**src/rtl/dld_pkg.sv**
```systemverilog
package dld_pkg;

    typedef enum logic [2:0] {
        S_IDLE,
        S_REQ_A,
        S_WAIT_A,
        S_REQ_B,
        S_WAIT_B,
        S_DONE
    } dld_state_e;

    localparam int REG_IDX_W = 4;
    localparam logic [REG_IDX_W-1:0] LITERAL_BASE = '1;

    // Decoded view of one load-pair instruction word.
    typedef struct packed {
        logic                 pre_index;
        logic                 add_off;
        logic                 imm_form;
        logic                 wback;
        logic [REG_IDX_W-1:0] base_idx;
        logic [REG_IDX_W-1:0] dst_idx;
        logic [7:0]           imm8;
    } dld_fields_t;

endpackage

```
**src/rtl/dld_decode.sv**
```systemverilog
module dld_decode
    import dld_pkg::*;
(
    input  logic [31:0]  insn,
    output dld_fields_t  fields,
    output logic         reject
);

    logic class_ok;
    logic reg_form_bad;
    logic odd_dst;
    logic literal_wb;
    logic unused_cond;

    assign unused_cond = ^insn[31:28];

    always_comb begin
        fields.pre_index = insn[24];
        fields.add_off   = insn[23];
        fields.imm_form  = insn[22];
        fields.wback     = insn[21] | ~insn[24];
        fields.base_idx  = insn[19:16];
        fields.dst_idx   = insn[15:12];
        fields.imm8      = {insn[11:8], insn[3:0]};

        class_ok     = (insn[27:25] == 3'b000) && !insn[20] && (insn[7:4] == 4'b1101);
        reg_form_bad = !insn[22] && (insn[11:8] != 4'd0);
        odd_dst      = insn[12];
        literal_wb   = (insn[19:16] == LITERAL_BASE) && fields.wback;
        reject       = !class_ok || reg_form_bad || odd_dst || literal_wb;
    end

endmodule

```
**src/rtl/dld_addr_gen.sv**
```systemverilog
module dld_addr_gen
    import dld_pkg::*;
#(
    parameter int XLEN = 32
) (
    input  dld_fields_t       fields,
    input  logic [XLEN-1:0]   base_val,
    input  logic [XLEN-1:0]   index_val,
    output logic [XLEN-1:0]   off_addr,
    output logic [XLEN-1:0]   acc_addr,
    output logic              dw_aligned
);

    localparam int WORD_BYTES = XLEN / 8;
    localparam int PAIR_BYTES = 2 * WORD_BYTES;
    localparam int ALIGN_BITS = $clog2(PAIR_BYTES);

    logic [XLEN-1:0] offset;

    always_comb begin
        if (fields.imm_form) begin
            offset = {{(XLEN-10){1'b0}}, fields.imm8, 2'b00};
        end else begin
            offset = index_val;
        end
        off_addr   = fields.add_off ? (base_val + offset) : (base_val - offset);
        acc_addr   = fields.pre_index ? off_addr : base_val;
        dw_aligned = (acc_addr[ALIGN_BITS-1:0] == '0);
    end

endmodule

```
**src/rtl/dld_assemble.sv**
```systemverilog
module dld_assemble #(
    parameter int XLEN = 32
) (
    input  logic              big_endian,
    input  logic [2*XLEN-1:0] rsp_data,
    output logic [XLEN-1:0]   word_first,
    output logic [XLEN-1:0]   word_second
);

    logic [XLEN-1:0] low_half;
    logic [XLEN-1:0] high_half;

    assign low_half  = rsp_data[XLEN-1:0];
    assign high_half = rsp_data[2*XLEN-1:XLEN];

    always_comb begin
        if (big_endian) begin
            word_first  = high_half;
            word_second = low_half;
        end else begin
            word_first  = low_half;
            word_second = high_half;
        end
    end

endmodule

```
**src/rtl/dword_load_seq.sv**
```systemverilog
module dword_load_seq
    import dld_pkg::*;
#(
    parameter int XLEN  = 32,
    parameter int IDX_W = REG_IDX_W
) (
    input  logic              clk,
    input  logic              rst_n,
    input  logic              start,
    input  logic [31:0]       insn,
    input  logic              cond_ok,
    input  logic [XLEN-1:0]   base_val,
    input  logic [XLEN-1:0]   index_val,
    input  logic              big_endian,
    output logic              busy,
    output logic              mreq_valid,
    input  logic              mreq_ready,
    output logic [XLEN-1:0]   mreq_addr,
    output logic              mreq_dword,
    input  logic              mrsp_valid,
    input  logic [2*XLEN-1:0] mrsp_data,
    output logic              done,
    output logic [IDX_W-1:0]  first_idx,
    output logic [XLEN-1:0]   first_data,
    output logic [IDX_W-1:0]  second_idx,
    output logic [XLEN-1:0]   second_data,
    output logic              wb_en,
    output logic [IDX_W-1:0]  wb_idx,
    output logic [XLEN-1:0]   wb_data,
    output logic              undef,
    output logic              skip
);

    localparam int WORD_BYTES = XLEN / 8;

    dld_state_e state_q, state_d;

    dld_fields_t     dec_fields;
    logic            dec_reject;
    logic [XLEN-1:0] calc_off_addr;
    logic [XLEN-1:0] calc_acc_addr;
    logic            calc_aligned;
    logic [XLEN-1:0] asm_first;
    logic [XLEN-1:0] asm_second;

    logic [XLEN-1:0]  acc_q;
    logic [XLEN-1:0]  wbval_q;
    logic             wb_q;
    logic             aligned_q;
    logic             endian_q;
    logic [IDX_W-1:0] dst_q;
    logic [IDX_W-1:0] base_q;
    logic [XLEN-1:0]  first_q;
    logic [XLEN-1:0]  second_q;
    logic             undef_q;
    logic             skip_q;

    logic accept;
    logic go;

    dld_decode u_decode (
        .insn   (insn),
        .fields (dec_fields),
        .reject (dec_reject)
    );

    dld_addr_gen #(.XLEN(XLEN)) u_addr (
        .fields     (dec_fields),
        .base_val   (base_val),
        .index_val  (index_val),
        .off_addr   (calc_off_addr),
        .acc_addr   (calc_acc_addr),
        .dw_aligned (calc_aligned)
    );

    dld_assemble #(.XLEN(XLEN)) u_asm (
        .big_endian  (endian_q),
        .rsp_data    (mrsp_data),
        .word_first  (asm_first),
        .word_second (asm_second)
    );

    assign accept = (state_q == S_IDLE) && start;
    assign go     = accept && !dec_reject && cond_ok;

    // State register.
    always_ff @(posedge clk) begin
        if (!rst_n) begin
            state_q <= S_IDLE;
        end else begin
            state_q <= state_d;
        end
    end

    // Next-state logic.
    always_comb begin
        state_d = state_q;
        unique case (state_q)
            S_IDLE:   if (go)         state_d = S_REQ_A;
            S_REQ_A:  if (mreq_ready) state_d = S_WAIT_A;
            S_WAIT_A: if (mrsp_valid) state_d = aligned_q ? S_DONE : S_REQ_B;
            S_REQ_B:  if (mreq_ready) state_d = S_WAIT_B;
            S_WAIT_B: if (mrsp_valid) state_d = S_DONE;
            S_DONE:                   state_d = S_IDLE;
            default:                  state_d = S_IDLE;
        endcase
    end

    // Datapath and registered outputs.
    always_ff @(posedge clk) begin
        if (!rst_n) begin
            acc_q     <= '0;
            wbval_q   <= '0;
            wb_q      <= 1'b0;
            aligned_q <= 1'b0;
            endian_q  <= 1'b0;
            dst_q     <= '0;
            base_q    <= '0;
            first_q   <= '0;
            second_q  <= '0;
            undef_q   <= 1'b0;
            skip_q    <= 1'b0;
        end else begin
            undef_q <= accept && dec_reject;
            skip_q  <= accept && !dec_reject && !cond_ok;
            unique case (state_q)
                S_IDLE: begin
                    if (go) begin
                        acc_q     <= calc_acc_addr;
                        wbval_q   <= calc_off_addr;
                        wb_q      <= dec_fields.wback;
                        aligned_q <= calc_aligned;
                        endian_q  <= big_endian;
                        dst_q     <= dec_fields.dst_idx;
                        base_q    <= dec_fields.base_idx;
                    end
                end
                S_WAIT_A: begin
                    if (mrsp_valid) begin
                        if (aligned_q) begin
                            first_q  <= asm_first;
                            second_q <= asm_second;
                        end else begin
                            first_q  <= mrsp_data[XLEN-1:0];
                        end
                    end
                end
                S_WAIT_B: begin
                    if (mrsp_valid) begin
                        second_q <= mrsp_data[XLEN-1:0];
                    end
                end
                default: begin
                end
            endcase
        end
    end

    always_comb begin
        busy        = (state_q != S_IDLE);
        mreq_valid  = (state_q == S_REQ_A) || (state_q == S_REQ_B);
        mreq_dword  = (state_q == S_REQ_A) && aligned_q;
        mreq_addr   = (state_q == S_REQ_B) ? (acc_q + XLEN'(WORD_BYTES)) : acc_q;
        done        = (state_q == S_DONE);
        first_idx   = dst_q;
        second_idx  = dst_q + IDX_W'(1);
        first_data  = first_q;
        second_data = second_q;
        wb_en       = done && wb_q;
        wb_idx      = base_q;
        wb_data     = wbval_q;
        undef       = undef_q;
        skip        = skip_q;
    end

endmodule

```
**config.mk**
```make
export PLATFORM = sky130hd
export DESIGN_NAME = dword_load_seq
export DESIGN_NICKNAME = d
export VERILOG_FILES = /design/src/rtl/dld_pkg.sv /design/src/rtl/dld_decode.sv /design/src/rtl/dld_addr_gen.sv /design/src/rtl/dld_assemble.sv /design/src/rtl/dword_load_seq.sv
export SDC_FILE = /design/constraint.sdc
export NUM_CORES = 1
export LEC_CHECK = 0
export BUFFER_PORTS_ARGS = -buffer_cell sky130_fd_sc_hd__buf_2
export CORE_MARGIN = 2
export CORE_UTILIZATION = 58
export CTS_BUF_LIST = sky130_fd_sc_hd__clkbuf_4 sky130_fd_sc_hd__clkbuf_8 sky130_fd_sc_hd__clkbuf_16
export CTS_CLUSTER_SIZE = 40
export DETAILED_ROUTE_END_ITERATION = 6
export GPL_TIMING_DRIVEN = 0
export PLACE_DENSITY_LB_ADDON = 0.2
export SLEW_MARGIN = 10
export SYNTH_ARGS = -nofsm -noshare
export SYNTH_HDL_FRONTEND = slang
export SYNTH_HIERARCHICAL = 1
export SYNTH_SLANG_ARGS = --single-unit
```
**constraint.sdc**
```tcl
create_clock -name clk -period 14.39 [get_ports clk]
set_input_delay 2.878 -clock clk [delete_from_list [all_inputs] [get_ports clk]]
set_output_delay 2.878 -clock clk [all_outputs]
set_load 0.02 [all_outputs]
```
==> impl_metrics.yaml, run 1 <==
logic_synthesis:
  async_reset_ff_share_pct: 0
  synth_area_per_cell_um2: 8.981
  synth.top_cell.area_share_pct: 26.05
  yosysTopAreaCell: "dfxtp_1"
  synth_seq_cells: 144
  synth_nets: 1439
  synth_area_leaders: "dfxtp_1, mux2i_1, mux2_4, nor2_1, xnor2_1"
  syn-cell-area_um2: 11060
  synth.most_common_cell: "nor2_1"
  synth_cell_types: 83
  yosysSeqAreaShare_pct: 26.05
  synth_edf_count: 0
  yosysWarnings: 6
  synth_flop_cell: "dfxtp_1"
  netlist_instances: 1232
  yosys-top-cells-count: "nor2_1, mux2i_1, dfxtp_1, a211oi_1"
clock_network:
  clk_pin_slew_worst_paths_ns: 0.06
  cts.sinks: 144
  root_buffer: "clkbuf_16"
  h-tree-depth: 4
  clk_latency_ns: 0.42
  cts_made_buffers: 17
  cts_hold_buf: 0
  cts_tree: "built"
  cts_setup_buffers: 0
  clk_path_buf_depth: 2
  ctsResizeCount: 0
hold_path:
  hold_class: "flip-flop to flip-flop"
global_routing:
  grt_antenna_before_repair: 4
  top_usage_layer: "met2"
  grt_pass1_vias: 10110
  globalRouteTotalUtil_pct: 33.11
  globalRouteMet3Util_pct: 6.258
  use_met1_pct: 43.59
  grt-ovfl-total: 0
  grt_pass1_wl_um: 52830
  use_met2_pct: 54.28
  grt_max_degree: 17
place:
  routabilityCongestion: 0.9667
  dp_cells: 1767
  hpwl_um: 27320
  dp_slack_ns: 6.897
  portBuffers: 301
sta:
  worst_pin_slew_ns: 0.7763
  rsz0062_at_grt: "no"
  fin_crit_sh_pct: 49.95
  final_max_slew_viol_count: 0
  skew_ns: 0.01116
  tns_ns: 0
  fmax_ghz: 0.1391
  fin_crit_ns: 7.188
  fin_ws_ns: 7.202
  hold_viol_final: 0
  setup_viol: 0
  slew_headroom_pct: 48.24
floorplan:
  core-area_um2: 18710
  initial_core_util_pct: 59.15
  ios: 314
  fp.dieW_um: 142.1
  die_area_um2: 20200
  die_y_um: 142.1
  row_count: 50
pwr:
  leakage_nw: 6.368
  p_total_mw: 1.113
  vdd_drop_max_mv: 0.09520
  power_density_nw_per_um2: 82.77
drt:
  vias: 10590
  wl_um: 34540
  ant_nets: 0
  drc: 0
  dr.pass1.iters: 5
  drt-vias-per-instance: 5.871
  avgRoutedWirePerCell_um: 19.16
  drt_iter0_markers: 713
finish:
  fill_cells: 1494
  final_nets: 1759
  final-seq-area_um2: 2883
  layout.cells.non_filler: 1803
  drive_gt1_share_pct: 33.23
  area_delta_synth_final_pct: 21.51
  finalCoreUtilization_pct: 71.87
  multiInputGateArea_um2: 7447
status:
  status: "finished, final reports clean"
job:
  max_cap_viol_count: 0
critical_path:
  crit_required_ns: 14.67
  criticalPathCategory: "primary input to flip-flop"
  path_max_fanout: 10
  end_kind: "flip-flop"
  worstSetupStartpointType: "primary input"
  worst_ep_arrival_time_ns: 7.46
-- kinds of logic after synthesis --
group,after synthesis,synth area share [%]
multiplexers,240,24.81
adder cells (fa/ha/maj),40,4.591
AO/OA/AOI/OAI,231,14.76
XOR/XNOR,80,6.333
buffers and inverters,118,6.638
AND/OR/NAND/NOR,379,16.82
flip-flops,144,26.05
-- sequential cells by signal, indices dropped and copies added, names as in the netlist, 3 cells and up --
| register | cells |
|---|---|
| acc_q | 32 |
| state_q | 3 |
| wb_data | 32 |
| first_idx | 4 |
| first_data | 32 |
| second_data | 32 |
| wb_idx | 4 |
-- cell usage in the layout (no fill, tap or decap), drive strengths merged, types with 24 or more instances in the layout --
cell type,Yosys,final
buf,67,368
nor2,201,201
mux2i,146,146
dfxtp,144,144
mux2,94,94
a211oi,69,69
xnor2,60,60
clkbuf,31,49
a21oi,48,48
ha,39,39
o21ai,36,36
nand2,34,34
nor3,26,26
nand3,24,24
inv,20,24
-- through the flow --
stage	instance area [um2]	hold WS (ns)
after floorplan	11060	0.4552
after global placement	12860	0.4683
after detailed placement	12860	0.4809
after CTS	13430	0.4947
after global routing	13440	0.5042
final	13440	0.4896
-- critical path, stage by stage --
cell      delay [ns]
buf_2           0.13
buf_4           0.14
buf_6           0.14
nor4_1          0.36
o211a_2         0.30
o2111a_1        0.20
buf_4           0.17
nor2_2          0.11
nor2_2          0.41
a311oi_1        0.17
ha_1            0.36
clkbuf_1        0.24
and3_1          0.23
a311o_1         0.36
a211oi_2        0.45
o21ai_1         0.16
xor2_1          0.18
mux2_2          0.30
mux2i_1         0.13
nor2_1          0.05
-- worst paths after layout --
path	depth (start not counted)	endpoint	from	slack (ns)
worst max-delay path	20	acc_q[28]	insn[22]	7.20
worst min-delay path	2	wb_data[17]	wb_data[17]	0.49
worst max register to register	7	first_idx[1]	state_q[2]	12.28
worst min register to register	2	wb_data[17]	wb_data[17]	0.49
-- metal layers --
metal  wire length, um  vias up
met1             15180     4988
li1                  -     5108
met2             15860      426
met5                 0        -
met3              2361       64
met4              1139        0
-- where the power goes --
group | switching (mW) | internal, mW
clock network | 0.183 | 0.245
registers | 0.0000798 | 0.399
logic | 0.164 | 0.122
total | 0.347 | 0.766
-- final cells by class --
cell class / count / area share [%]
multi-input combinational: 970 / 55.39
sequential: 144 / 21.44
timing repair buffer: 301 / 11.21
buffer: 98 / 4.905
clock buffer: 18 / 3.267
tap: 234 / 2.178
clock inverter: 14 / 0.9772
inverter: 20 / 0.5584
antenna: 4 / 0.07445
Note: power is estimated with default switching activity, not from simulation.
==> inputs of run 2 (changes only) <==
--- a/config.mk
+++ b/config.mk
@@ -7,7 +7,7 @@
 export LEC_CHECK = 0
 export BUFFER_PORTS_ARGS = -buffer_cell sky130_fd_sc_hd__buf_2
 export CORE_MARGIN = 2
-export CORE_UTILIZATION = 58
+export CORE_UTILIZATION = 49
 export CTS_BUF_LIST = sky130_fd_sc_hd__clkbuf_4 sky130_fd_sc_hd__clkbuf_8 sky130_fd_sc_hd__clkbuf_16
 export CTS_CLUSTER_SIZE = 40
 export DETAILED_ROUTE_END_ITERATION = 6
==> constraint.sdc (replaced) <==
create_clock -name clk -period 5.9 [get_ports clk]
set_input_delay 1.18 -clock clk [delete_from_list [all_inputs] [get_ports clk]]
set_output_delay 1.18 -clock clk [all_outputs]
set_load 0.02 [all_outputs]
==> impl_metrics.yaml, run 2 (synthesis gave the netlist of run 1 again) <==
clock_network:
  ctsResizeCount: 0
  clk_pin_slew_worst_paths_ns: 0.07
  cts_made_buffers: 17
  clk_path_buf_depth: 2
  cts_setup_buffers: 0
  root_buffer: "clkbuf_16"
  cts.sinks: 144
  cts_hold_buf: 0
  h-tree-depth: 4
  cts_tree: "built"
  clk_latency_ns: 0.43
sta:
  rsz0062_at_grt: "no"
  tns_ns: 0
  slew_headroom_pct: 43.77
  fin_crit_sh_pct: 94.31
  fin_crit_ns: 5.564
  worst_pin_slew_ns: 0.8378
  setup_viol: 0
  hold_viol_final: 0
  skew_ns: 0.01166
  fmax_ghz: 0.1797
  final_max_slew_viol_count: 0
floorplan:
  die_y_um: 154.3
  row_count: 54
  fp.dieW_um: 154.3
  die_area_um2: 23800
  core-area_um2: 22030
  ios: 314
  initial_core_util_pct: 50.23
critical_path:
  r2r-end: "first_idx[2]"
  end_kind: "flip-flop"
  path_max_fanout: 10
  cpMaxStageDelayCell: "a311oi_1"
  slowest_delay_ns: 0.73
  criticalPathCategory: "primary input to flip-flop"
  reg2regPathDepth: 7
  worstSetupStartpointType: "primary input"
  reg2reg_slack_ns: 3.78
  worst_ep_arrival_time_ns: 5.86
  crit_path_cell_trace: "buf_2 -> buf_4 -> buf_6 -> nor3b_1 -> o211a_1 -> o2111a_1 -> buf_4 -> nor2_2 -> nor2_2 -> a311oi_1 -> ha_1 -> nand2_1 -> o21ai_0 -> a311o_1 -> a211oi_2 -> o21ai_1 -> xor2_1 -> mux2_2 -> mux2i_1 -> nor2_1"
  crit_required_ns: 6.19
  r2r-start: "state_q[2]"
global_routing:
  grt-ovfl-total: 0
  grt_pass1_vias: 9821
  grt_pass1_wl_um: 53360
  grt_max_degree: 17
  globalRouteTotalUtil_pct: 28.07
  grt_antenna_before_repair: 2
drt:
  drt_iter0_markers: 734
  avgRoutedWirePerCell_um: 18.67
  drt-vias-per-instance: 5.671
  ant_nets: 0
  drc: 0
  dr.pass1.iters: 5
  vias: 10480
  wl_um: 34480
pwr:
  p_sw_share_pct: 31.82
  pwr-share-seq_pct: 35.1
  switching_power_mw: 0.8820
  vdd_drop_max_mv: 0.1680
  clkPwrFrac_pct: 39.9
  power_density_nw_per_um2: 205.0
  leakage_nw: 6.383
  p_int_mw: 1.890
  power_frac_comb_pct: 25.0
hold_path:
  whs_path_depth: 2
  hold_class: "flip-flop to flip-flop"
  hold_start: "first_data[3]"
  hold_path_end: "first_data[3]"
finish:
  drive_gt1_share_pct: 33.23
  finalCoreUtilization_pct: 61.40
  layout.cells.non_filler: 1847
  final_common_cell: "buf_2"
  mostFrequentLayoutCells: "buf_2, nor2_1, mux2i_1"
  area_delta_synth_final_pct: 22.22
  final_nets: 1759
status:
  status: "finished, final reports clean"
place:
  hpwl_um: 27450
  routabilityCongestion: 0.9382
  dp_cells: 1813
  portBuffers: 301
job:
  max_cap_viol_count: 0
-- run 2: cell count changes in the layout (fill, tap and decap cells not counted), sizes merged --
cell	before	now
clkinv	5	2
clkinvlp	4	3
clkbuf	49	50
diode	4	2
inv	24	27
-- run 2: metrics by stage --
step | setup WS, ns | area (um2) | hold slack [ns] | power [mW]
after floorplan | 1.074 | 11060 | 0.4552 | 1.462
final | 0.3358 | 13520 | 0.4943 | 2.772
after global placement | 0.07068 | 12920 | 0.4717 | 1.665
after CTS | 0.4632 | 13520 | 0.4964 | 2.773
after detailed placement | 0.05326 | 12920 | 0.4859 | 1.672
after global routing | 0.1206 | 13520 | 0.5152 | 2.885
-- run 2: area by class of cell --
| class | instances | area, um2 |
|---|---|---|
| Buffer | 98 | 659.4 |
| Tap cell | 280 | 350.3 |
| Sequential cell | 144 | 2883 |
| Clock buffer | 19 | 452.9 |
| Antenna cell | 2 | 5.005 |
| Clock inverter | 13 | 143.9 |
| Multi-Input combinational cell | 970 | 7447 |
| Inverter | 20 | 75.07 |
| Timing Repair Buffer | 301 | 1506 |
| Fill cell | 1991 | 8503 |
-- run 2: worst max-delay path by stage --
| stage | start | endpoint | slack, ns | cells after the start |
|---|---|---|---|---|
| final | insn[22] | acc_q[28] | 0.34 | 20 |
| after global routing | insn[22] | acc_q[28] | 0.12 | 20 |
| after CTS | insn[22] | acc_q[28] | 0.46 | 20 |
| after detailed placement | insn[22] | acc_q[30] | 0.05 | 20 |
| after global placement | insn[22] | acc_q[28] | 0.07 | 20 |
| after floorplan | insn[22] | acc_q[28] | 1.07 | 19 |
-- run 2: critical path, delay by kind of cell --
| kind | cells | cell delay (ns) |
|---|---|---|
| buf+inv | 4 | 0.57 |
| xor+xnor | 1 | 0.18 |
| compound gates | 7 | 2.25 |
| mux | 2 | 0.44 |
| simple gates | 5 | 0.79 |
| fa+ha+maj | 1 | 0.41 |
-- run 2: per-layer routing --
| metal | up-vias | part of all wire, % | routed length (um) | track usage (%) |
|---|---|---|---|---|
| met1 | 4922 | 46 | 15990 | 38.73 |
| li1 | 5127 | - | - | - |
| met5 | - | 0 | 0 | 0 |
| met4 | 0 | 1.5 | 529 | 5.996 |
| met2 | 393 | 45 | 15600 | 45.93 |
| met3 | 33 | 6.9 | 2362 | 5.184 |
-- run 2: power by group through the flow --
stage | clock, mW | combinational (mW) | sequential [mW]
2_1_floorplan | 0 | 0.467 | 0.995
3_3_place_gp | 0 | 0.670 | 0.995
3_5_place_dp | 0 | 0.677 | 0.995
4_1_cts | 1.12 | 0.682 | 0.972
5_1_grt | 1.16 | 0.753 | 0.972
6_report | 1.11 | 0.694 | 0.972
==> inputs of run 3 (changes only) <==
--- a/config.mk
+++ b/config.mk
@@ -5,6 +5,7 @@
 export SDC_FILE = /design/constraint.sdc
 export NUM_CORES = 1
 export LEC_CHECK = 0
+export ABC_AREA = 1
 export BUFFER_PORTS_ARGS = -buffer_cell sky130_fd_sc_hd__buf_2
 export CORE_MARGIN = 2
 export CORE_UTILIZATION = 49
@@ -18,3 +19,4 @@
 export SYNTH_HDL_FRONTEND = slang
 export SYNTH_HIERARCHICAL = 1
 export SYNTH_SLANG_ARGS = --single-unit
+export TNS_END_PERCENT = 10
==> constraint.sdc (replaced) <==
create_clock -name clk -period 5.06 [get_ports clk]
set_input_delay 1.012 -clock clk [delete_from_list [all_inputs] [get_ports clk]]
set_output_delay 1.012 -clock clk [all_outputs]
set_load 0.02 [all_outputs]
==> impl_metrics.yaml, run 3 <==
global_routing:
  grt_pass1_wl_um: 62600
  grt-ovfl-total: 0
  grt_max_degree: 17
  grt_pass1_vias: 12160
  globalRouteTotalUtil_pct: 32.40
  grt_antenna_before_repair: 2
sta:
  rsz0062_at_grt: "no"
  tns_ns: 0
  final_max_slew_viol_count: 0
  fmax_ghz: 0.2357
  skew_ns: 0.01378
  hold_viol_final: 0
  setup_viol: 0
  slew_headroom_pct: 58.58
  fin_crit_ns: 4.242
  fin_crit_sh_pct: 83.84
  worst_pin_slew_ns: 0.6196
pwr:
  power_density_nw_per_um2: 265.3
  leakage_nw: 7.120
  p_total_mw: 3.719
  vdd_drop_max_mv: 0.1957
drt:
  vias: 13550
  ant_nets: 0
  dr.pass1.iters: 6
  avgRoutedWirePerCell_um: 15.84
  drt_iter0_markers: 1041
  drc: 0
  wl_um: 41380
  drt-vias-per-instance: 5.189
clock_network:
  clk_path_buf_depth: 2
  cts_setup_buffers: 0
  cts_made_buffers: 17
  cts_hold_buf: 0
  clk_pin_slew_worst_paths_ns: 0.07
  cts.sinks: 144
  h-tree-depth: 4
  cts_tree: "built"
  root_buffer: "clkbuf_16"
  clk_latency_ns: 0.43
  ctsResizeCount: 0
logic_synthesis:
  synth_edf_count: 0
  synth_flop_cell: "dfxtp_1"
  synth.top_cell.area_share_pct: 25.02
  yosysTopAreaCell: "dfxtp_1"
  synth_seq_cells: 144
  synth_cell_types: 42
  yosys-top-cells-count: "nand2_1, nor2_1, dfxtp_1, nand3_1, o21ai_0"
  synth_area_leaders: "dfxtp_1, nand2_1, nor2_1, nand3_1, o21ai_0"
  syn-cell-area_um2: 11520
  synth_area_per_cell_um2: 5.883
  synth.most_common_cell: "nand2_1"
  yosysSeqAreaShare_pct: 25.02
  netlist_instances: 1958
  yosysWarnings: 6
  synth_nets: 2165
  async_reset_ff_share_pct: 0
finish:
  multiInputGateArea_um2: 7493
  final-seq-area_um2: 2883
  final_common_cell: "nand2_1"
  drive_gt1_share_pct: 19.40
  mostFrequentLayoutCells: "nand2_1, buf_2, nor2_1"
  fill_cells: 2413
  final_nets: 2483
  area_delta_synth_final_pct: 21.67
hold_path:
  hold_class: "flip-flop to flip-flop"
place:
  hpwl_um: 34040
  portBuffers: 299
  routabilityCongestion: 0.9713
floorplan:
  die_area_um2: 24750
  fp.dieW_um: 157.3
  row_count: 56
  ios: 314
  die_y_um: 157.3
  core-area_um2: 23260
  initial_core_util_pct: 49.52
critical_path:
  end_kind: "flip-flop"
  crit_top_cell: "nand2_1"
  crit_required_ns: 5.37
  worst_ep_arrival_time_ns: 4.55
  cpMaxStageDelayCell: "ha_1"
  path_max_fanout: 10
  worstSetupStartpointType: "primary input"
  slowest_delay_ns: 0.36
  criticalPathCategory: "primary input to flip-flop"
status:
  status: "finished, final reports clean"
job:
  max_cap_viol_count: 0
[run 3: final cells by class]
type / count / area share (%)
inverter: 122 / 3.267
sequential: 144 / 20.57
clock inverter: 14 / 1.080
antenna: 4 / 0.07142
buffer: 113 / 4.892
timing repair buffer: 299 / 10.68
clock buffer: 18 / 3.133
multi-input combinational: 1579 / 53.46
tap: 319 / 2.848
[run 3: where the power goes]
group | internal [mW] | leakage [nW] | switching (mW)
registers | 1.19 | 1.16 | 0.0256
logic | 0.402 | 5.68 | 0.830
clock network | 0.708 | 0.277 | 0.563
total | 2.30 | 7.12 | 1.42
[run 3: worst max-delay path: cells and delay by family]
family	cells	cell delay, ns
compound gates	2	0.27
fa+ha+maj	1	0.36
buf+inv	6	0.61
simple gates	22	2.31
[run 3: final timing paths]
kind	cells past startpoint	from	to	slack [ns]
max	31	insn[22]	acc_q[30]	0.82
max reg2reg	8	state_q[1]	second_data[21]	3.20
min reg2reg	2	second_data[31]	second_data[31]	0.46
min	2	second_data[31]	second_data[31]	0.46
[run 3: logic make-up after synthesis]
group,count (synthesis),share of synthesized area (%)
AOI/OAI and AO/OA,284,13.09
xor gates and xnor gates,65,4.942
adders and majority gates,40,4.410
buffers and inverters,235,9.927
DFF,144,25.02
and+or+nand+nor,1190,42.61
[run 3: metrics by stage]
stage / hold slack (ns) / worst slack [ns] / util, % / cell area (um2) / instances
after floorplan: 0.4470 / 1.248 / - / 11520 / 1958
after global placement: 0.4477 / 0.4512 / 57.67 / 13420 / 2576
after detailed placement: 0.4492 / 0.3934 / 57.67 / 13420 / 2576
after CTS: 0.4591 / 0.8374 / 60.21 / 14010 / 2608
after global routing: 0.4799 / 0.4562 / 60.23 / 14010 / 2610
final: 0.4603 / 0.8179 / 60.25 / 14020 / 2612
[run 3: per-layer routing]
| metal | vias up | global-route usage (%) | share of wire [%] |
|---|---|---|---|
| met4 | 0 | 11.77 | 3.2 |
| met1 | 6060 | 43.67 | 45 |
| met5 | - | 0 | 0 |
| li1 | 6883 | - | - |
| met2 | 528 | 53.11 | 45 |
| met3 | 82 | 4.047 | 6.5 |
